==> src/rtl/wpc_pkg.sv <==
package wpc_pkg;

  // pick one byte out of a fetched word; even address maps high when hi_even is set
  function automatic logic [7:0] pick_byte(input logic [15:0] w, input logic odd,
                                           input logic hi_even);
    return (odd ^ hi_even) ? w[15:8] : w[7:0];
  endfunction

  // register page detection on the top address byte
  function automatic logic in_reg_page(input logic [7:0] top);
    return &top;
  endfunction

endpackage

==> src/rtl/wpc_tag_match.sv <==
module wpc_tag_match #(
  parameter int ADDR_W = 16,
  parameter int BANK_W = 6
) (
  input  logic              valid_q,
  input  logic [ADDR_W-2:0] waddr_q,
  input  logic [BANK_W-1:0] bank_q,
  input  logic [ADDR_W-1:0] cpu_addr,
  input  logic [BANK_W-1:0] bank_id,
  output logic              match,
  output logic              bank_chg
);
  logic waddr_eq, bank_eq;

  assign waddr_eq = (waddr_q == cpu_addr[ADDR_W-1:1]);
  assign bank_eq  = (bank_q == bank_id);
  assign match    = valid_q && waddr_eq && bank_eq;
  assign bank_chg = valid_q && !bank_eq;
endmodule

==> src/rtl/wpc_store.sv <==
module wpc_store #(
  parameter int ADDR_W        = 16,
  parameter int BANK_W        = 6,
  parameter bit EVEN_IS_HIGH  = 1'b1,
  parameter bit WRITE_UPDATES = 1'b0
) (
  input  logic              clk,
  input  logic              rst_n,
  input  logic              flush,
  input  logic              fill_evt,
  input  logic              wr_hit,
  input  logic              bank_chg,
  input  logic [15:0]       fill_word,
  input  logic [ADDR_W-2:0] fill_waddr,
  input  logic [BANK_W-1:0] fill_bank,
  input  logic              wr_odd,
  input  logic [7:0]        wr_data,
  output logic              valid_q,
  output logic [15:0]       word_q,
  output logic [ADDR_W-2:0] waddr_q,
  output logic [BANK_W-1:0] bank_q
);
  always_ff @(posedge clk) begin
    if (!rst_n) begin
      valid_q <= 1'b0;
      word_q  <= '0;
      waddr_q <= '0;
      bank_q  <= '0;
    end else if (flush) begin
      valid_q <= 1'b0;
    end else if (fill_evt) begin
      valid_q <= 1'b1;
      word_q  <= fill_word;
      waddr_q <= fill_waddr;
      bank_q  <= fill_bank;
    end else if (wr_hit) begin
      if (WRITE_UPDATES) begin
        if (wr_odd ^ EVEN_IS_HIGH) word_q[15:8] <= wr_data;
        else                       word_q[7:0]  <= wr_data;
      end else begin
        valid_q <= 1'b0;
      end
    end else if (bank_chg) begin
      valid_q <= 1'b0;
    end
  end


  valid_rise_chk: assert property (@(posedge clk) disable iff (!rst_n)
    $rose(valid_q) |-> $past(fill_evt));


  wr_drop_chk: assert property (@(posedge clk) disable iff (!rst_n)
    (!WRITE_UPDATES && $past(wr_hit && !fill_evt)) |-> !valid_q);
endmodule

==> src/rtl/word_prefetch_cache.sv <==
module word_prefetch_cache #(
  parameter int ADDR_W        = 16,
  parameter int BANK_W        = 6,
  parameter bit EVEN_IS_HIGH  = 1'b1,
  parameter bit WRITE_UPDATES = 1'b0
) (
  input  logic              clk,
  input  logic              rst_n,
  input  logic [ADDR_W-1:0] cpu_addr,
  input  logic              cpu_rd,
  input  logic              cpu_wr,
  input  logic [7:0]        cpu_wdata,
  input  logic [BANK_W-1:0] bank_id,
  input  logic [15:0]       mem_data,
  input  logic              mem_valid,
  input  logic              flush,
  output logic              hit,
  output logic [7:0]        rd_byte
);
  import wpc_pkg::*;

  localparam int WADDR_W = ADDR_W - 1;

  logic               reg_page, match, bank_chg, fill_evt, wr_hit;
  logic               valid_q;
  logic [15:0]        word_q;
  logic [WADDR_W-1:0] waddr_q;
  logic [BANK_W-1:0]  bank_q;

  assign reg_page = in_reg_page(cpu_addr[ADDR_W-1 -: 8]);

  wpc_tag_match #(.ADDR_W(ADDR_W), .BANK_W(BANK_W)) u_match (
    .valid_q(valid_q), .waddr_q(waddr_q), .bank_q(bank_q),
    .cpu_addr(cpu_addr), .bank_id(bank_id),
    .match(match), .bank_chg(bank_chg)
  );

  assign hit      = cpu_rd && match && !reg_page;
  assign fill_evt = cpu_rd && mem_valid && !reg_page;
  assign wr_hit   = cpu_wr && match;

  wpc_store #(.ADDR_W(ADDR_W), .BANK_W(BANK_W),
              .EVEN_IS_HIGH(EVEN_IS_HIGH), .WRITE_UPDATES(WRITE_UPDATES)) u_store (
    .clk(clk), .rst_n(rst_n), .flush(flush), .fill_evt(fill_evt),
    .wr_hit(wr_hit), .bank_chg(bank_chg), .fill_word(mem_data),
    .fill_waddr(cpu_addr[ADDR_W-1:1]), .fill_bank(bank_id),
    .wr_odd(cpu_addr[0]), .wr_data(cpu_wdata),
    .valid_q(valid_q), .word_q(word_q), .waddr_q(waddr_q), .bank_q(bank_q)
  );

  assign rd_byte = hit ? pick_byte(word_q, cpu_addr[0], EVEN_IS_HIGH)
                       : pick_byte(mem_data, cpu_addr[0], EVEN_IS_HIGH);


  flush_miss_chk: assert property (@(posedge clk) disable iff (!rst_n)
    flush |=> !hit);


  reuse_hit_chk: assert property (@(posedge clk) disable iff (!rst_n)
    ($past(fill_evt && !flush && !cpu_wr) && cpu_rd &&
     cpu_addr[ADDR_W-1:1] == $past(cpu_addr[ADDR_W-1:1]) &&
     bank_id == $past(bank_id)) |-> hit);


  reuse_byte_chk: assert property (@(posedge clk) disable iff (!rst_n)
    (hit && $past(fill_evt && !flush && !cpu_wr)) |->
      rd_byte == pick_byte($past(mem_data), cpu_addr[0], EVEN_IS_HIGH));


  reg_page_nofill_chk: assert property (@(posedge clk) disable iff (!rst_n)
    (cpu_rd && mem_valid && reg_page && !cpu_wr) |=> $stable(word_q));
endmodule

==> config.mk <==
export PLATFORM = sky130hd
export DESIGN_NAME = word_prefetch_cache
export DESIGN_NICKNAME = d
export VERILOG_FILES = /design/src/rtl/wpc_pkg.sv /design/src/rtl/wpc_tag_match.sv /design/src/rtl/wpc_store.sv /design/src/rtl/word_prefetch_cache.sv
export SDC_FILE = /design/constraint.sdc
export NUM_CORES = 1
export LEC_CHECK = 0
export BUFFER_PORTS_ARGS = -buffer_cell sky130_fd_sc_hd__buf_2
export CAP_MARGIN = 30
export CORE_MARGIN = 2
export CORE_UTILIZATION = 25
export DETAILED_ROUTE_END_ITERATION = 8
export GPL_ROUTABILITY_DRIVEN = 1
export SLEW_MARGIN = 40
export SYNTH_ARGS = -nofsm -noshare
export SYNTH_HDL_FRONTEND = slang
export SYNTH_HIERARCHICAL = 1
export SYNTH_SLANG_ARGS = --single-unit
==> constraint.sdc <==
create_clock -name clk -period 2.26 [get_ports clk]
set_clock_uncertainty 0.05 [all_clocks]
set_input_delay 0.226 -clock clk [delete_from_list [all_inputs] [get_ports clk]]
set_output_delay 0.226 -clock clk [all_outputs]
set_load 0.02 [all_outputs]
# == After elaboration in Yosys (flattened, before gate mapping) ==
# Cells that the tools add are included.
# totals
register_bits,38
in_bits,52
output_inout_bits,9
wordCells,28
# op_classes
eq_ne,2
n_mux,6
bitwise_logic,2
n_reduce_logical,14
# op_table
op,n
2-to-1 mux 8 bit,3
equality test 15 bit,1
logical AND 1 bit,8
AND reduction 8 bit,1
equality test 6 bit,1
2-to-1 mux 1 bit,3
nonzero test 3 bit,1
logical NOT 1 bit,2
inverter 1 bit,2
AND reduction 2 bit,1
OR reduction 2 bit,1

# == Depth between registers and ports, before layout ==
# depth
ltp_word,6
depth_mapped,8
ltp_nobuf,8

# == Cells and area by module ==
# Netlist, hierarchy kept.
# modules_own_cells
module,instances,cells_per_inst,area_each_um2,seq_area_each_um2
wpc_store,1,166,1539.0,760.7
word_prefetch_cache,1,33,319.1,0.0
wpc_tag_match,1,30,244.0,0.0

# == Least setup slack after synthesis ==
# No wires, ideal clock.
# synth_timing
path_type,register -> output
start,register u_store.bank_q[5]
end,output port rd_byte[0]
arrival_ps,1787
t_required_ps,1984
slack_ps,197
path_stages_with_launch,8
path_buffers,1
cell_sequence,dfxtp_1 -> xor2_1 -> nor4_1 -> nand3_1 -> nor4_2 -> o211ai_2 -> buf_6 -> mux2i_1
# synth_via
elab_chain_len,5
# synth_rtl
item,line,text
start: declaration,wpc_store.sv:21,output logic [BANK_W-1:0] bank_q
start signal: assignment,wpc_store.sv:35,bank_q <= fill_bank;
equality test 6 bit,wpc_tag_match.sv:16,assign bank_eq = (bank_q == bank_id);
logical AND 1 bit,wpc_tag_match.sv:17,assign match = valid_q && waddr_eq && bank_eq;
named net match,word_prefetch_cache.sv:24,"logic reg_page, match, bank_chg, fill_evt, wr_hit;"
logical AND 1 bit (2 in a row),word_prefetch_cache.sv:38,assign hit = cpu_rd && match && !reg_page;
2-to-1 mux 8 bit,word_prefetch_cache.sv:51,"assign rd_byte = hit ? pick_byte(word_q, cpu_addr[0], EVEN_IS_HIGH)"
end: declaration,word_prefetch_cache.sv:18,output logic [7:0] rd_byte
# The timed path passes the listed nets, and every way through them passes these cells.

# == Worst setup path in the final report ==
# layout_timing
start,register u_store.waddr_q[13]
end,output port rd_byte[4]
# layout_via
elab_chain_len,6
# layout_rtl
item,line,text
start: declaration,wpc_store.sv:20,"output logic [ADDR_W-2:0] waddr_q,"
start signal: assignment,wpc_store.sv:34,waddr_q <= fill_waddr;
equality test 15 bit,wpc_tag_match.sv:15,assign waddr_eq = (waddr_q == cpu_addr[ADDR_W-1:1]);
logical AND 1 bit (2 in a row),wpc_tag_match.sv:17,
named net match,word_prefetch_cache.sv:24,
logical AND 1 bit (2 in a row),word_prefetch_cache.sv:38,
2-to-1 mux 8 bit,word_prefetch_cache.sv:51,
# The timed path passes the listed nets, and every way through them passes these cells.

==> run_results.csv <==
group,metric,value,unit
worst_setup_path,critPathLaunchType,"flop",
routing,drt_iter0_drc,29,
sta,fin_ws,-0.171,ns
clock_tree,clk_pin_slew,0.08,ns
routing,route.detailed.drc,0,
die,initial_utilization,25.7,%
outcome,status,"complete, but fails checks",
worst_setup_path,arrival,2.16,ns
pwr,power.density,546,nW/um^2
finish,fin_nets,331,
yosys,ys_seq_elements,38,
grt,grt_pass1_wl,6840,microns
yosys,syn_nets,281,
finish,syn_to_final_growth,22.3,%
worst_setup_path,critPathSlowestCell,"dfxtp_1",
yosys,yosysTopAreaCell,"dfxtp_1",
die,dieArea,9160,sq um
finish,most-common-layout-cells,"nand2_1 (75), buf_2 (43), dfxtp_1 (36)",
clock_tree,cts_setup_buffers,0,
placed_design,dp_cells,377,
finish,nFillCells,887,
yosys,synth.cell_area,2100,sq um
pwr,design_power_total,1410,uW
clock_tree,cts_root_buf,"clkbuf_8",
sta,finalHoldViolations,0,
worst_setup_path,required,1.98,ns
clock_tree,cts_buffers,5,
grt,grt_usage,9.75,%
yosys,yosysWarnings,6,
worst_setup_path,crit_path_end_kind,"output pin",
clock_tree,htree_levels,2,
finish,drive_gt1_share,36.8,%
yosys,synthCells,229,
min_path,holdCritPathClass,"input pin to flop",
routing,drt-wirelength-per-cell,11.4,microns
sta,worst_pin_slew,0.536,ns
placed_design,finalWeightedCongestion,0.675,
clock_tree,clock_sinks,38,
yosys,yosysSeqAreaShare,36.2,%
worst_setup_path,criticalPathCategory,"flop to output pin",
grt,grt_max_degree,39,
sta,fin_crit,2.43,ns
sta,setup_viol,8,
sta,min_period_over_period,108,%
finish,multiInputGateArea,1240,sq um
sta,max_freq,411,MHz
placed_design,place.port_buffers,52,
finish,ff_latch_area,763,sq um
sta,slew_headroom,64.3,%
sta,drv_slew,0,
yosys,synth.area.top_cells,"dfxtp_1 (36%), a21boi_2 (16%), nand2_1 (13%)",
grt,antenna_found_initial,0,
routing,totalWireLength,4410,microns
clock_tree,insertion_delay,0.28,ns
routing,firstDrtPassIters,4,
yosys,syn_area_per_cell,9.18,sq um
placed_design,hpwl,3280,microns
clock_tree,clockBufferDepth,2,
grt,grt.overflow.total,0,
grt,grt_pass1_vias,1510,
finish,final_cell_count_no_fill,385,
worst_setup_path,cp_slowest_stage_delay,0.32,ns
finish,final_common_cell,"nand2_1",
die,ios,61,
yosys,synth_top_area_share,36.2,%
die,core,8180,sq um
pwr,ir_worst_vdd,0.000205,V
pwr,p_leak,0.00104,uW
clock_tree,cts_tree,"yes",
die,num_rows,33,
finish,post-route-util,31.5,%
die,die_y,95.7,microns
routing,via_per_inst,4.30,
worst_setup_path,critical_path.max_fanout,9,
sta,grt_setup_unrepaired,"true",
die,die_w,95.7,microns
sta,whs,0.0909,ns
finish,antennaDiodeCount,0,
outcome,violations,"negative setup slack",
routing,ant_nets,0,
routing,via_count,1656,
run,max-cap-violations,0,
yosys,synth_cell_types,26,
worst_setup_path,crit_chain,"xor2_1 > nor4_1 > nand2_1 > nor4_2 > o211ai_2 > buf_12 > mux2i_1 > buf_4",
## flip-flops by register name, indices dropped and copies added, names as in the netlist
register,cells
u_store/valid_q,1
u_store/bank_q,6
u_store/waddr_q,15
u_store/word_q,16
## what timing repair did
| action | 4_1_cts | 5_1_grt |
|---|---|---|
| endpoints found under the hold margin | 0 | 0 |
| pin swaps | 4 | 0 |
| hold buffers | 0 | 0 |
| gates resized for setup | 7 | 7 |
| setup endpoints to repair | 9 | 9 |
| cloned | 0 | 0 |
## kinds of logic (layout without fill, tap and decap cells)
| family | Yosys count | after routing | share of synthesized area (%) |
|---|---|---|---|
| AO/OA/AOI/OAI | 40 | 40 | 19.9 |
| multiplexers | 24 | 24 | 11.4 |
| AND/OR/NAND/NOR | 90 | 90 | 18.2 |
| flip-flops | 38 | 38 | 36.2 |
| buffers and inverters | 16 | 67 | 5.54 |
| XOR/XNOR | 21 | 21 | 8.75 |
## per-stage QoR
stage	area, sq um	setup TNS [ns]	setup slack, ns
final	2570	-1.12	-0.171
after global routing	2570	-2.23	-0.319
after CTS	2550	-1.98	-0.275
after detailed placement	2440	-0.364	-0.0921
after global placement	2440	-0.123	-0.0498
after floorplan	2100	0	0.197
## Yosys cell counts
master	instances
nand2_1	75
dfxtp_1	38
a21boi_2	30
mux2i_1	24
xor2_1	12
xnor2_1	9
a21boi_0	7
buf_4	5
clkbuf_1	4
nand4_1	4
clkbuf_4	3
nor4_1	3
buf_6	2
a21oi_1	1
and2_1	1
and2_2	1
buf_8	1
inv_1	1
nand2b_1	1
nand3_1	1
nor2_1	1
nor2b_2	1
nor3b_1	1
nor4_2	1
o211a_1	1
o211ai_2	1
## critical path: cells and delay by family (launching register included)
kind                   cells  cell delay (ns)
AND/OR/NAND/NOR            3             0.73
buffers and inverters      2             0.35
flip-flops                 1             0.32
multiplexers               1             0.17
AO/OA/AOI/OAI              1             0.16
XOR/XNOR                   1             0.15
## per-layer routing
metal / vias to the layer above / share of wire, % / GRT usage [%]
met1: 749 / 46 / 11.8
met3: 5 / 6.9 / 3.05
met4: 0 / 0.77 / 2.86
li1: 860 / - / -
met5: - / 0 / 0
met2: 42 / 47 / 16.6
## cell type report
type / instances / area share (%)
Multi-Input combinational cell: 175 / 48.1
Sequential cell: 38 / 29.7
Timing Repair Buffer: 58 / 13.4
Tap cell: 105 / 5.11
Clock buffer: 7 / 3.36
Clock inverter: 1 / 0.195
Inverter: 1 / 0.146
## where the power goes
part	leakage [uW]	switching (uW)	total, uW	internal, uW
Clock	0.0000482	229	476	246
Combinational	0.000687	115	225	110
Sequential	0.000310	12.3	704	692
## final timing paths
check                           slack (ns)           startpoint           endpoint  cells after the start
worst min-delay path                  0.09                flush    u_store/valid_q                      2
worst min register to register        0.42    u_store/word_q[1]  u_store/word_q[1]                      2
worst max register to register        0.51  u_store/waddr_q[13]    u_store/valid_q                      8
worst max-delay path                 -0.17  u_store/waddr_q[13]         rd_byte[4]                      8
(Power assumes the default switching activity.)
